--- src/rtl/redund_pkg.sv ---
// Shared types for the redundancy supervisor.
// Assumes: mode encoding is visible at the top-level port and is fixed.
package redund_pkg;
    typedef enum logic [1:0] {
        MODE_DUAL   = 2'd0,
        MODE_SETTLE = 2'd1,
        MODE_TRIPLE = 2'd2
    } mode_e;
endpackage

--- src/rtl/win_count.sv ---
// Sliding-window mismatch counter.
// Keeps one history bit per cycle over WIN cycles. 'hit' says that the
// mismatch offered this cycle makes THR or more inside the window.
// Assumes WIN >= 2 and 1 <= THR <= WIN; clr empties the window.
module win_count #(
    parameter int WIN = 32,
    parameter int THR = 3
) (
    input  logic clk,
    input  logic rst_n,
    input  logic clr,
    input  logic err_in,
    output logic hit
);
    localparam int CW = $clog2(WIN + 1);

    logic [WIN-1:0] hist_q;
    logic [CW-1:0]  cnt_q;
    logic [CW:0]    in_win;

    // errors in the last WIN-1 cycles plus the one offered now
    assign in_win = {1'b0, cnt_q} - {{CW{1'b0}}, hist_q[WIN-1]} + (CW+1)'(1);
    assign hit    = err_in && (in_win >= (CW+1)'(THR));

    // shift the history and keep the running population count
    always_ff @(posedge clk) begin
        if (!rst_n || clr) begin
            hist_q <= '0;
            cnt_q  <= '0;
        end else begin
            hist_q <= {hist_q[WIN-2:0], err_in};
            cnt_q  <= cnt_q + CW'(err_in) - CW'(hist_q[WIN-1]);
        end
    end
endmodule

--- src/rtl/vote_unit.sv ---
// Combinational compare/vote of the three lane results under a lane mask.
// A two-bit mask gives a plain equality compare. The full mask gives a
// majority vote, naming the single outvoted lane or flagging three-way
// disagreement. Assumes cmask has exactly two or three bits set.
module vote_unit #(
    parameter int DW = 16
) (
    input  logic [3*DW-1:0] res,
    input  logic [2:0]      cmask,
    output logic [DW-1:0]   maj,
    output logic            maj_ok,
    output logic            mism,
    output logic [2:0]      outv,
    output logic            all_diff
);
    logic [DW-1:0] r0, r1, r2, ra, rb;
    logic          eq01, eq02, eq12;

    assign r0   = res[0*DW +: DW];
    assign r1   = res[1*DW +: DW];
    assign r2   = res[2*DW +: DW];
    assign eq01 = (r0 == r1);
    assign eq02 = (r0 == r2);
    assign eq12 = (r1 == r2);
    assign ra   = cmask[0] ? r0 : r1;
    assign rb   = cmask[2] ? r2 : r1;

    // choose the trusted value and classify the disagreement
    always_comb begin
        maj      = ra;
        maj_ok   = 1'b0;
        mism     = 1'b0;
        outv     = 3'b000;
        all_diff = 1'b0;
        if (cmask == 3'b111) begin
            if (eq01 && eq02) begin
                maj = r0; maj_ok = 1'b1;
            end else if (eq01) begin
                maj = r0; maj_ok = 1'b1; mism = 1'b1; outv = 3'b100;
            end else if (eq02) begin
                maj = r0; maj_ok = 1'b1; mism = 1'b1; outv = 3'b010;
            end else if (eq12) begin
                maj = r1; maj_ok = 1'b1; mism = 1'b1; outv = 3'b001;
            end else begin
                mism = 1'b1; all_diff = 1'b1;
            end
        end else begin
            maj    = ra;
            maj_ok = (ra == rb);
            mism   = (ra != rb);
        end
    end
endmodule

--- src/rtl/lane_health.sv ---
// Per-lane consecutive-outvote counters.
// A lane outvoted on KHARD vote events in a row raises 'hard' in the
// cycle of the last outvote. Any vote in which the lane is not outvoted
// restarts its run. Assumes KHARD >= 1; clr zeroes every run.
module lane_health #(
    parameter int KHARD = 3
) (
    input  logic       clk,
    input  logic       rst_n,
    input  logic       clr,
    input  logic       vote_ev,
    input  logic [2:0] outv,
    output logic [2:0] hard
);
    localparam int HW = $clog2(KHARD + 1);

    logic [HW-1:0] run_q [3];

    for (genvar g = 0; g < 3; g++) begin : g_lane
        assign hard[g] = vote_ev && outv[g] && (run_q[g] == HW'(KHARD - 1));

        // count consecutive outvotes of this lane
        always_ff @(posedge clk) begin
            if (!rst_n || clr)
                run_q[g] <= '0;
            else if (vote_ev)
                run_q[g] <= outv[g] ? run_q[g] + HW'(1) : '0;
        end
    end
endmodule

--- src/rtl/redund_ctrl.sv ---
// Adaptive dual/triple redundancy supervisor (top).
// Runs two lanes in compare mode, counts mismatches in a sliding window,
// brings up lane 2 for majority diagnosis when the window fills, then
// excludes a lane that keeps losing the vote and returns to dual mode.
// Assumes lanes 0 and 1 start as the working pair and lane 2 as spare.
module redund_ctrl
    import redund_pkg::*;
#(
    parameter int DW     = 16,
    parameter int WIN    = 32,
    parameter int THR    = 3,
    parameter int SETTLE = 6,
    parameter int KHARD  = 3
) (
    input  logic            clk,
    input  logic            rst_n,
    input  logic [3*DW-1:0] lane_res,
    input  logic [2:0]      lane_vld,
    input  logic            rec_done,
    output logic [2:0]      lane_en,
    output logic [2:0]      lane_pg,
    output logic [1:0]      mode,
    output logic            err_pulse,
    output logic [DW-1:0]   res_out,
    output logic            res_vld,
    output logic            fatal
);
    localparam int SW = $clog2(SETTLE + 2);

    mode_e         mode_q;
    logic [2:0]    pow_q;
    logic          excl_q;
    logic [SW-1:0] settle_q;
    logic          fatal_q;
    logic          err_q, rvld_q;
    logic [DW-1:0] res_q;

    logic [2:0]    cmask;
    logic          ev, vote_ev, win_err, win_hit, win_clr, hlth_clr;
    logic [DW-1:0] maj;
    logic          maj_ok, mism, all_diff;
    logic [2:0]    outv, hard;

    // lanes taking part in the compare for the current mode
    always_comb begin
        case (mode_q)
            MODE_SETTLE: cmask = 3'b011;
            MODE_TRIPLE: cmask = 3'b111;
            default:     cmask = pow_q;
        endcase
    end

    assign ev       = ((lane_vld & cmask) == cmask);
    assign vote_ev  = ev && (mode_q == MODE_TRIPLE);
    assign win_err  = ev && mism && (mode_q == MODE_DUAL);
    assign win_clr  = win_hit || (mode_q != MODE_DUAL);
    assign hlth_clr = (mode_q != MODE_TRIPLE) || (|hard);

    vote_unit #(.DW(DW)) u_vote (
        .res(lane_res), .cmask(cmask), .maj(maj), .maj_ok(maj_ok),
        .mism(mism), .outv(outv), .all_diff(all_diff)
    );

    win_count #(.WIN(WIN), .THR(THR)) u_win (
        .clk(clk), .rst_n(rst_n), .clr(win_clr), .err_in(win_err), .hit(win_hit)
    );

    lane_health #(.KHARD(KHARD)) u_hlth (
        .clk(clk), .rst_n(rst_n), .clr(hlth_clr), .vote_ev(vote_ev),
        .outv(outv), .hard(hard)
    );

    // mode sequencing, lane power, exclusion and fatal tracking
    always_ff @(posedge clk) begin
        if (!rst_n) begin
            mode_q   <= MODE_DUAL;
            pow_q    <= 3'b011;
            excl_q   <= 1'b0;
            settle_q <= '0;
            fatal_q  <= 1'b0;
        end else begin
            case (mode_q)
                MODE_DUAL: begin
                    if (win_hit) begin
                        if (!excl_q) begin
                            mode_q   <= MODE_SETTLE;
                            pow_q    <= 3'b111;
                            settle_q <= SW'(SETTLE);
                        end else begin
                            fatal_q <= 1'b1;
                        end
                    end
                end
                MODE_SETTLE: begin
                    if (settle_q == '0) begin
                        if (rec_done) mode_q <= MODE_TRIPLE;
                    end else begin
                        settle_q <= settle_q - SW'(1);
                    end
                end
                MODE_TRIPLE: begin
                    if (vote_ev && all_diff) begin
                        fatal_q <= 1'b1;
                    end else if (|hard) begin
                        pow_q  <= ~hard;
                        excl_q <= 1'b1;
                        mode_q <= MODE_DUAL;
                    end
                end
                default: mode_q <= MODE_DUAL;
            endcase
        end
    end

    // register the compare outcome towards the pipeline
    always_ff @(posedge clk) begin
        if (!rst_n) begin
            err_q  <= 1'b0;
            rvld_q <= 1'b0;
            res_q  <= '0;
        end else begin
            err_q  <= ev && mism;
            rvld_q <= ev && maj_ok;
            if (ev && maj_ok) res_q <= maj;
        end
    end

    assign lane_en   = cmask;
    assign lane_pg   = ~pow_q;
    assign mode      = mode_q;
    assign err_pulse = err_q;
    assign res_out   = res_q;
    assign res_vld   = rvld_q;
    assign fatal     = fatal_q;
endmodule

--- config.mk ---
export PLATFORM = sky130hd
export DESIGN_NAME = redund_ctrl
export DESIGN_NICKNAME = d
export VERILOG_FILES = /design/src/rtl/redund_pkg.sv /design/src/rtl/win_count.sv /design/src/rtl/vote_unit.sv /design/src/rtl/lane_health.sv /design/src/rtl/redund_ctrl.sv
export SDC_FILE = /design/constraint.sdc
export NUM_CORES = 1
export LEC_CHECK = 0
export BUFFER_PORTS_ARGS = -buffer_cell sky130_fd_sc_hd__buf_2
export CORE_ASPECT_RATIO = 1.2
export CORE_MARGIN = 3
export CORE_UTILIZATION = 40
export CTS_BUF_LIST = sky130_fd_sc_hd__clkbuf_4 sky130_fd_sc_hd__clkbuf_8
export DETAILED_ROUTE_END_ITERATION = 10
export GPL_TIMING_DRIVEN = 0
export PLACE_DENSITY_LB_ADDON = 0.3
export RECOVER_POWER = 50
export SYNTH_ARGS = -nofsm -noshare
export SYNTH_HDL_FRONTEND = slang
export SYNTH_SLANG_ARGS = --single-unit
--- constraint.sdc ---
create_clock -name clk -period 10.3 [get_ports clk]
set_input_delay 0 -clock clk [delete_from_list [all_inputs] [get_ports clk]]
set_output_delay 0 -clock clk [all_outputs]
set_load 0.005 [all_outputs]
; After elaboration in Yosys (flattened, before gate mapping)
; Memory sizes are Yosys's and may differ from the RTL's.
; Index checks and enable logic that the tools add are counted.
[totals]
ff_bits = 66
latchBits = 0
elab_cells = 134
mem_bits_rw = 6
input_bits = 54
out_inout_bits = 27
rom_bits = 0
mem_count = 1
[mem_list]
columns = name, depth, width, rd, rd_clocked_by_memory_dff, write_ports, line_no
row1 = u_hlth.run_q, 3, 2, 3, 0, 3, lane_health.sv:17  ; logic [HW-1:0] run_q [3];
[op_classes]
shift = 0
n_lt_le_gt_ge = 1
div_mod_pow = 0
bitwise = 7
addsub = 8
eq_ne = 22
mux = 56
n_mul = 0
n_reduce_logical = 29
[ops]
columns = op, n
row1 = $mux W16, 7
row2 = $eq A16 B16 Y1, 4
row3 = $mux W3, 11
row4 = $mux W2, 12
row5 = $mux W1, 21
row6 = $pmux W3 S2, 3
row7 = $ne A16 B16 Y1, 1
row8 = $ne A2 B2 Y1 const B, 8
row9 = $logic_and A1 B1 Y1, 13
row10 = $eq A2 B2 Y1 const B, 4
row11 = $reduce_and A4 Y1, 2
row12 = $add A7 B1 Y7 const B, 1
row13 = $ge A7 B2 Y1 const B, 1
row14 = $sub A6 B1 Y7, 1
row15 = $add A2 B1 Y2 const B, 3
row16 = $add A6 B1 Y6, 1
row17 = $not A3 Y3, 2
row18 = $pmux W2 S3, 1
row19 = $reduce_and A6 Y1, 1
row20 = $reduce_bool A2 Y1, 3
row21 = $sub A6 B1 Y6, 1
row22 = $reduce_and A5 Y1, 1
row23 = $logic_or A1 B1 Y1, 4
row24 = $ne A2 B1 Y1 const B, 2
row25 = other kinds (13), 15

; Longest topological paths before layout
[logic_depth]
ltp_word = 14
ltp_mapped = 24
depth_no_buf = 22

; Hierarchy
; A second synthesis with hierarchy kept.
[unflattened]
hier_cells = 471
area_unflattened_um2 = 4420.5
[by_module_without_submodules]
columns = mod, area_each_um2, n_inst, cells_per_inst, seq_area_each_um2
row1 = win_count, 1496.4, 1, 143, 760.7
row2 = redund_ctrl, 1390.1, 1, 163, 560.5
row3 = vote_unit, 1178.6, 1, 142, 0.0
row4 = lane_health, 355.3, 1, 23, 180.2

; Least setup slack after synthesis
; Ideal clock, no wire load.
[synth_path]
path_type = reg-to-reg
startpoint = reg mode_q[0] (netlist: mode[0])
endpoint = reg u_win.cnt_q[4]
path_buffers = 2
period_less_slack_ns = 4.144
path_stages_with_launch = 25
required_ns = 10.221
setup_ns = 0.079
setup_slack_ns = 6.156
arrival_time_ns = 4.066
cell_sequence = dfxtp_1 > inv_1 > ha_1 > buf_6 > mux2i_4 > inv_4 > buf_6 > o22a_1 > o221ai_1 > o22ai_1 > or4_4 > nor2_1 > nor3_1 > nand2_1 > ha_1 > inv_1 > ha_1 > inv_1 > fa_1 > inv_1 > a21oi_1 > nor2_1 > nor2_1 > xor2_1 > nor3_1
[synth_via]
elab_chain_len = 10
elab_cells_between_ends = 19
classes_between = 2 x add/sub / 5 x eq/ne / 4 x mux / 1 x bitwise / 7 x reduce/logical
[synth_rtl]
columns = element, line_no
row1 = from (decl), redund_ctrl.sv:30  ; mode_e mode_q;
row2 = from (signal assigned), redund_ctrl.sv:76  ; mode_q <= MODE_DUAL;
row3 = from (signal assigned), redund_ctrl.sv:86  ; mode_q <= MODE_SETTLE;
row4 = from (signal assigned), redund_ctrl.sv:96  ; if (rec_done) mode_q <= MODE_TRIPLE;
row5 = $eq A2 B2 Y1 / $eq A2 B1 Y1 (equally long branches), redund_ctrl.sv:46  ; case (mode_q)
row6 = $pmux W3 S2 *, redund_ctrl.sv:46
row7 = net lane_en[2], redund_ctrl.sv:20  ; output logic [2:0] lane_en,
row8 = $mux W16, vote_unit.sv:26  ; assign rb = cmask[2] ? r2 : r1;
row9 = $ne A16 B16 Y1, vote_unit.sv:50  ; mism = (ra != rb);
row10 = $mux W1, vote_unit.sv:35  ; if (cmask == 3'b111) begin
row11 = $logic_and A1 B1 Y1 * (2 in a row), redund_ctrl.sv:55  ; assign win_err = ev && mism && (mode_q == MODE_DUAL);
row12 = branches (longest 3 deep; another with $add A6 B1 Y6), n/a
row13 = to (signal assigned), win_count.sv:32  ; cnt_q <= cnt_q + CW'(err_in) - CW'(hist_q[WIN-1]);
row14 = to (decl), win_count.sv:18  ; logic [CW-1:0] cnt_q;
; Mark *: on every way through the listed nets, which the timed path passes.
; A chain may end at the register's enable or synchronous reset.

; Worst setup path in the final report
[layout_path]
startpoint = reg mode_q[0] (netlist: mode[0])
endpoint = reg mode_q[1] (netlist: mode[1])
[layout_via]
elab_chain_len = 10
elab_cells_between_ends = 33
classes_between = 11 x eq/ne / 7 x mux / 1 x bitwise / 14 x reduce/logical
[layout_rtl]
columns = element, line_no
row1 = $eq A2 B2 Y1 / $eq A2 B1 Y1 (equally long branches), "redund_ctrl.sv:46, redund_ctrl.sv:54, redund_ctrl.sv:82"
row2 = $pmux W3 S2, redund_ctrl.sv:46
row3 = "$mux W16, or another cell as far along", vote_unit.sv:25  ; assign ra = cmask[0] ? r0 : r1;
row4 = $ne A16 B16 Y1 / $eq A3 B3 Y1 (equally long branches), "vote_unit.sv:50, redund_ctrl.sv:53"
row5 = $mux W1 / $logic_and A1 B1 Y1 (equally long branches), "vote_unit.sv:35, redund_ctrl.sv:54"
row6 = "$logic_and A1 B1 Y1, on equally long branches (2 in a row)", "redund_ctrl.sv:55, lane_health.sv:20"
row7 = $logic_and A1 B1 Y1 / $reduce_or A3 Y1 (equally long branches), "win_count.sv:23, redund_ctrl.sv:104"
row8 = $ne A2 B2 Y1 (no source line) / $ne A2 B1 Y1 (equally long branches), n/a
row9 = $reduce_and A6 Y1 (no source line), n/a
; Parallel ways exist; a longest one is shown, timed or not.

==> results.json <==
{
  "status": "finished with violations",
  "violations": "capacitance limit, slew limit",
  "power.leakage_nw": 1.99,
  "dp.cells": 731,
  "syn_avg_cell_area_sq_um": 9.43,
  "cts_buffers": 9,
  "maxSlewHeadroom": -0.799,
  "cp.buffers_inverters": 4,
  "cp.arrival_ns": 7.35,
  "synth_top_family_by_area": "compound AO/OA/AOI/OAI gates",
  "fin_worst_skew_ns": 0.0166,
  "drc": 0,
  "syn_nets": 574,
  "min_path_cells": 3,
  "area.growth.synth_to_final_pct": 14.8,
  "h-tree-depth": 3,
  "cp-end-kind": "flip-flop",
  "nFillCells": 1137,
  "drtIter0Drc": 187,
  "synth_seq_cells": 72,
  "finalSetupTns_ns": 0,
  "grt_first_pass_wirelength_microns": 21400,
  "min_period_ns": 7.10,
  "worstHoldPathType": "in2reg",
  "synth-xor-area-share": 0.101,
  "rr_worst_depth": 13,
  "setup_violations": 0,
  "hold_viol_final": 0,
  "synthArstFlopShare": 0,
  "final_max_slew_viol_count": 10,
  "core_area_sq_um": 11200,
  "synth_mux_area_frac": 0.0453,
  "synth_edf_count": 6,
  "synth.cell_area_sq_um": 4700,
  "dieArea_sq_um": 13100,
  "ir_worst_vdd_v": 0.000106,
  "synth_ff_type": "dfxtp_1",
  "seq_area_frac_synth": 0.320,
  "cts_buffer_depth": 2,
  "rsz0062_at_grt": "no",
  "gp_congestion": 0.964,
  "postCtsSetupBuffers": 0,
  "r2r_start": "mode[0]$_SDFFE_PN0P_",
  "ctsHoldBuffers": 0,
  "path_cells": "inv_1 -> ha_1 -> clkbuf_1 -> mux2i_1 -> clkinvlp_2 -> clkbuf_1 -> a2111oi_0 -> nand3_1 -> a22o_1 -> a41oi_2 -> mux2i_1 -> a41oi_1 -> o41ai_1",
  "path_class": "reg2reg",
  "synth_compound_area_frac": 0.254,
  "start_util": 0.418,
  "die_x_microns": 105,
  "cpMaxStageDelayCell": "a2111oi_0",
  "fmax_mhz": 141,
  "yosys.area_share.adder": 0.0602,
  "p_per_area_nw_per_um2": 179,
  "grt_pass1_vias": 4265,
  "drt_pre_antenna_iters": 5,
  "portBuffers": 79,
  "dp_hpwl_microns": 10300,
  "rr_endpoint": "mode[1]$_SDFFE_PN0P_",
  "holdPathEnd": "res_out[9]$_SDFFE_PN0P_",
  "num_antenna_cells": 0,
  "post_cts_resized": 0,
  "dr_total_vias": 4263,
  "grt_usage": 0.200,
  "regToRegSetupSlack_ns": 3.20,
  "drv_cap": 1,
  "ioPinCount": 81,
  "yosysWarnings": 0,
  "rows": 42,
  "routedWlPerCell_microns": 17.7,
  "grt_max_degree": 16,
  "yosys.area_share.simple": 0.166,
  "crit_path_max_incr_delay_ns": 2.20,
  "worstHoldStart": "lane_res[9]",
  "critPathTopFamily": "compound AO/OA/AOI/OAI gates",
  "worstMarginPinSlew_ns": 2.63,
  "grt_overflow": 0,
  "antenna_found_initial": 0,
  "cts.sinks": 72,
  "nNetsFinal": 664,
  "die_h_microns": 125,
  "clock_latency_ns": 0.36,
  "clk_pin_slew_ns": 0.10,
  "min_period_over_period": 0.689,
  "stdcell_count": 747,
  "cts_root_buf": "clkbuf_8",
  "cts_tree": "yes",
  "syn_inst": 498,
  "ant_nets": 0,
  "crit_path_max_fanout": 10,
  "cp-start-kind": "flip-flop",
  "via_per_inst": 5.71,
  "synth.distinct_cells": 67,
  "wl_microns": 13200,
  "required_ns": 10.55,
  "drive_above_1_share": 0.207
}
worst max-delay path by stage:
stage / startpoint / slack (ns) / to / depth (start not counted)
after floorplan: mode[0]$_SDFFE_PN0P_ / 6.16 / u_win.cnt_q[4]$_SDFF_PP0_ / 24
after global placement: mode[0]$_SDFFE_PN0P_ / 5.54 / u_win.cnt_q[4]$_SDFF_PP0_ / 24
after detailed placement: mode[0]$_SDFFE_PN0P_ / 5.52 / u_win.cnt_q[4]$_SDFF_PP0_ / 24
after CTS: mode[0]$_SDFFE_PN0P_ / 5.48 / u_win.cnt_q[5]$_SDFF_PP0_ / 21
after global routing: mode[0]$_SDFFE_PN0P_ / 2.68 / mode[1]$_SDFFE_PN0P_ / 13
final: mode[0]$_SDFFE_PN0P_ / 3.20 / mode[1]$_SDFFE_PN0P_ / 13
sequential cells by signal (all words and copies together), names as in the netlist:
signal,count
u_hlth.run_q,6
excl_q,1
u_win.cnt_q,6
mode,2
res_vld,1
res_out,16
settle_q,3
fatal,1
err_pulse,1
pow_q,3
u_win.hist_q,32
cell families (layout without fill, tap and decap cells):
kind of cell | Yosys count | count (layout)
xor+xnor | 54 | 54
simple gates | 133 | 133
buf+inv | 55 | 150
compound gates | 142 | 142
flops | 72 | 72
fa+ha+maj | 22 | 22
mux | 20 | 20
cells in the mapped netlist, types with 9 or more instances:
master,n,area [sq um]
ha_1,21,263
a21oi_1,24,120
nor2_1,15,56.3
nand2_1,15,56.3
a22oi_1,12,90.1
o22a_1,15,131
o21ai_0,9,45.0
nor2b_1,15,93.8
mux2i_1,19,190
o221ai_1,13,114
xnor2_1,15,131
xor2_1,39,342
clkbuf_1,10,37.5
inv_1,28,105
nor3_1,9,45.0
a311oi_2,13,195
and2_1,36,225
dfxtp_1,66,1320
nor4_1,16,100
through the flow:
stage	setup WS [ns]	utilization	instance area (sq um)	power (mW)	hold WS [ns]
finish	3.20	0.480	5390	0.963	0.0964
global route	2.68	0.480	5390	1.03	0.119
CTS	5.48	0.487	5470	0.994	0.0789
detailed placement	5.52	0.470	5290	0.779	0.381
global placement	5.54	0.470	5290	0.765	0.378
floorplan	6.16	-	4700	0.658	0.248
where the power goes:
group	internal (mW)	switching (mW)
registers	0.299	0.0130
logic	0.172	0.264
clock network	0.0919	0.123
total	0.563	0.399
layout by cell type, fill, tap and decap left out, drive strengths merged, types with 4 or more instances in the layout:
| master | netlist | routed |
|---|---|---|
| o211ai | 4 | 4 |
| a311oi | 18 | 18 |
| buf | 10 | 79 |
| nor4 | 17 | 17 |
| dfxtp | 66 | 66 |
| edfxtp | 6 | 6 |
| o22a | 15 | 15 |
| and2 | 36 | 36 |
| clkbuf | 13 | 32 |
| xor2 | 39 | 39 |
| nand4 | 6 | 6 |
| nand3 | 5 | 5 |
| o21ai | 9 | 9 |
| xnor2 | 15 | 15 |
| a221oi | 6 | 6 |
| inv | 30 | 33 |
| o22ai | 8 | 8 |
| nor2 | 17 | 17 |
| a22oi | 12 | 12 |
| a21oi | 28 | 28 |
| ha | 21 | 21 |
| nand2 | 15 | 15 |
| nor2b | 15 | 15 |
| o221ai | 13 | 13 |
| a211oi | 6 | 6 |
| mux2i | 20 | 20 |
| nor3 | 9 | 9 |
layer usage:
layer / vias up / track usage / share of wire
met5: - / 0 / 0
met4: 0 / 0.0934 / 0.031
met3: 33 / 0.0420 / 0.050
met2: 142 / 0.338 / 0.49
met1: 2045 / 0.240 / 0.43
li1: 2043 / - / -
area by class of cell:
type | instances | area, sq um | share of cell area
Tap cell | 154 | 193 | 0.0357
Inverter | 32 | 121 | 0.0225
Sequential cell | 72 | 1500 | 0.278
Timing Repair Buffer | 79 | 387 | 0.0717
Clock buffer | 9 | 124 | 0.0230
Multi-Input combinational cell | 371 | 2890 | 0.537
Buffer | 23 | 111 | 0.0206
Clock inverter | 7 | 61.3 | 0.0114
worst reg2reg max path, cell delays in order, from the launching register on:
cell        delay (ns)
dfxtp_1           0.43
inv_1             0.09
ha_1              0.28
clkbuf_1          0.42
mux2i_1           0.86
clkinvlp_2        0.66
clkbuf_1          0.43
a2111oi_0         2.20
nand3_1           0.54
a22o_1            0.37
a41oi_2           0.28
mux2i_1           0.13
a41oi_1           0.19
o41ai_1           0.11
Note: power is estimated with default switching activity, not from simulation.
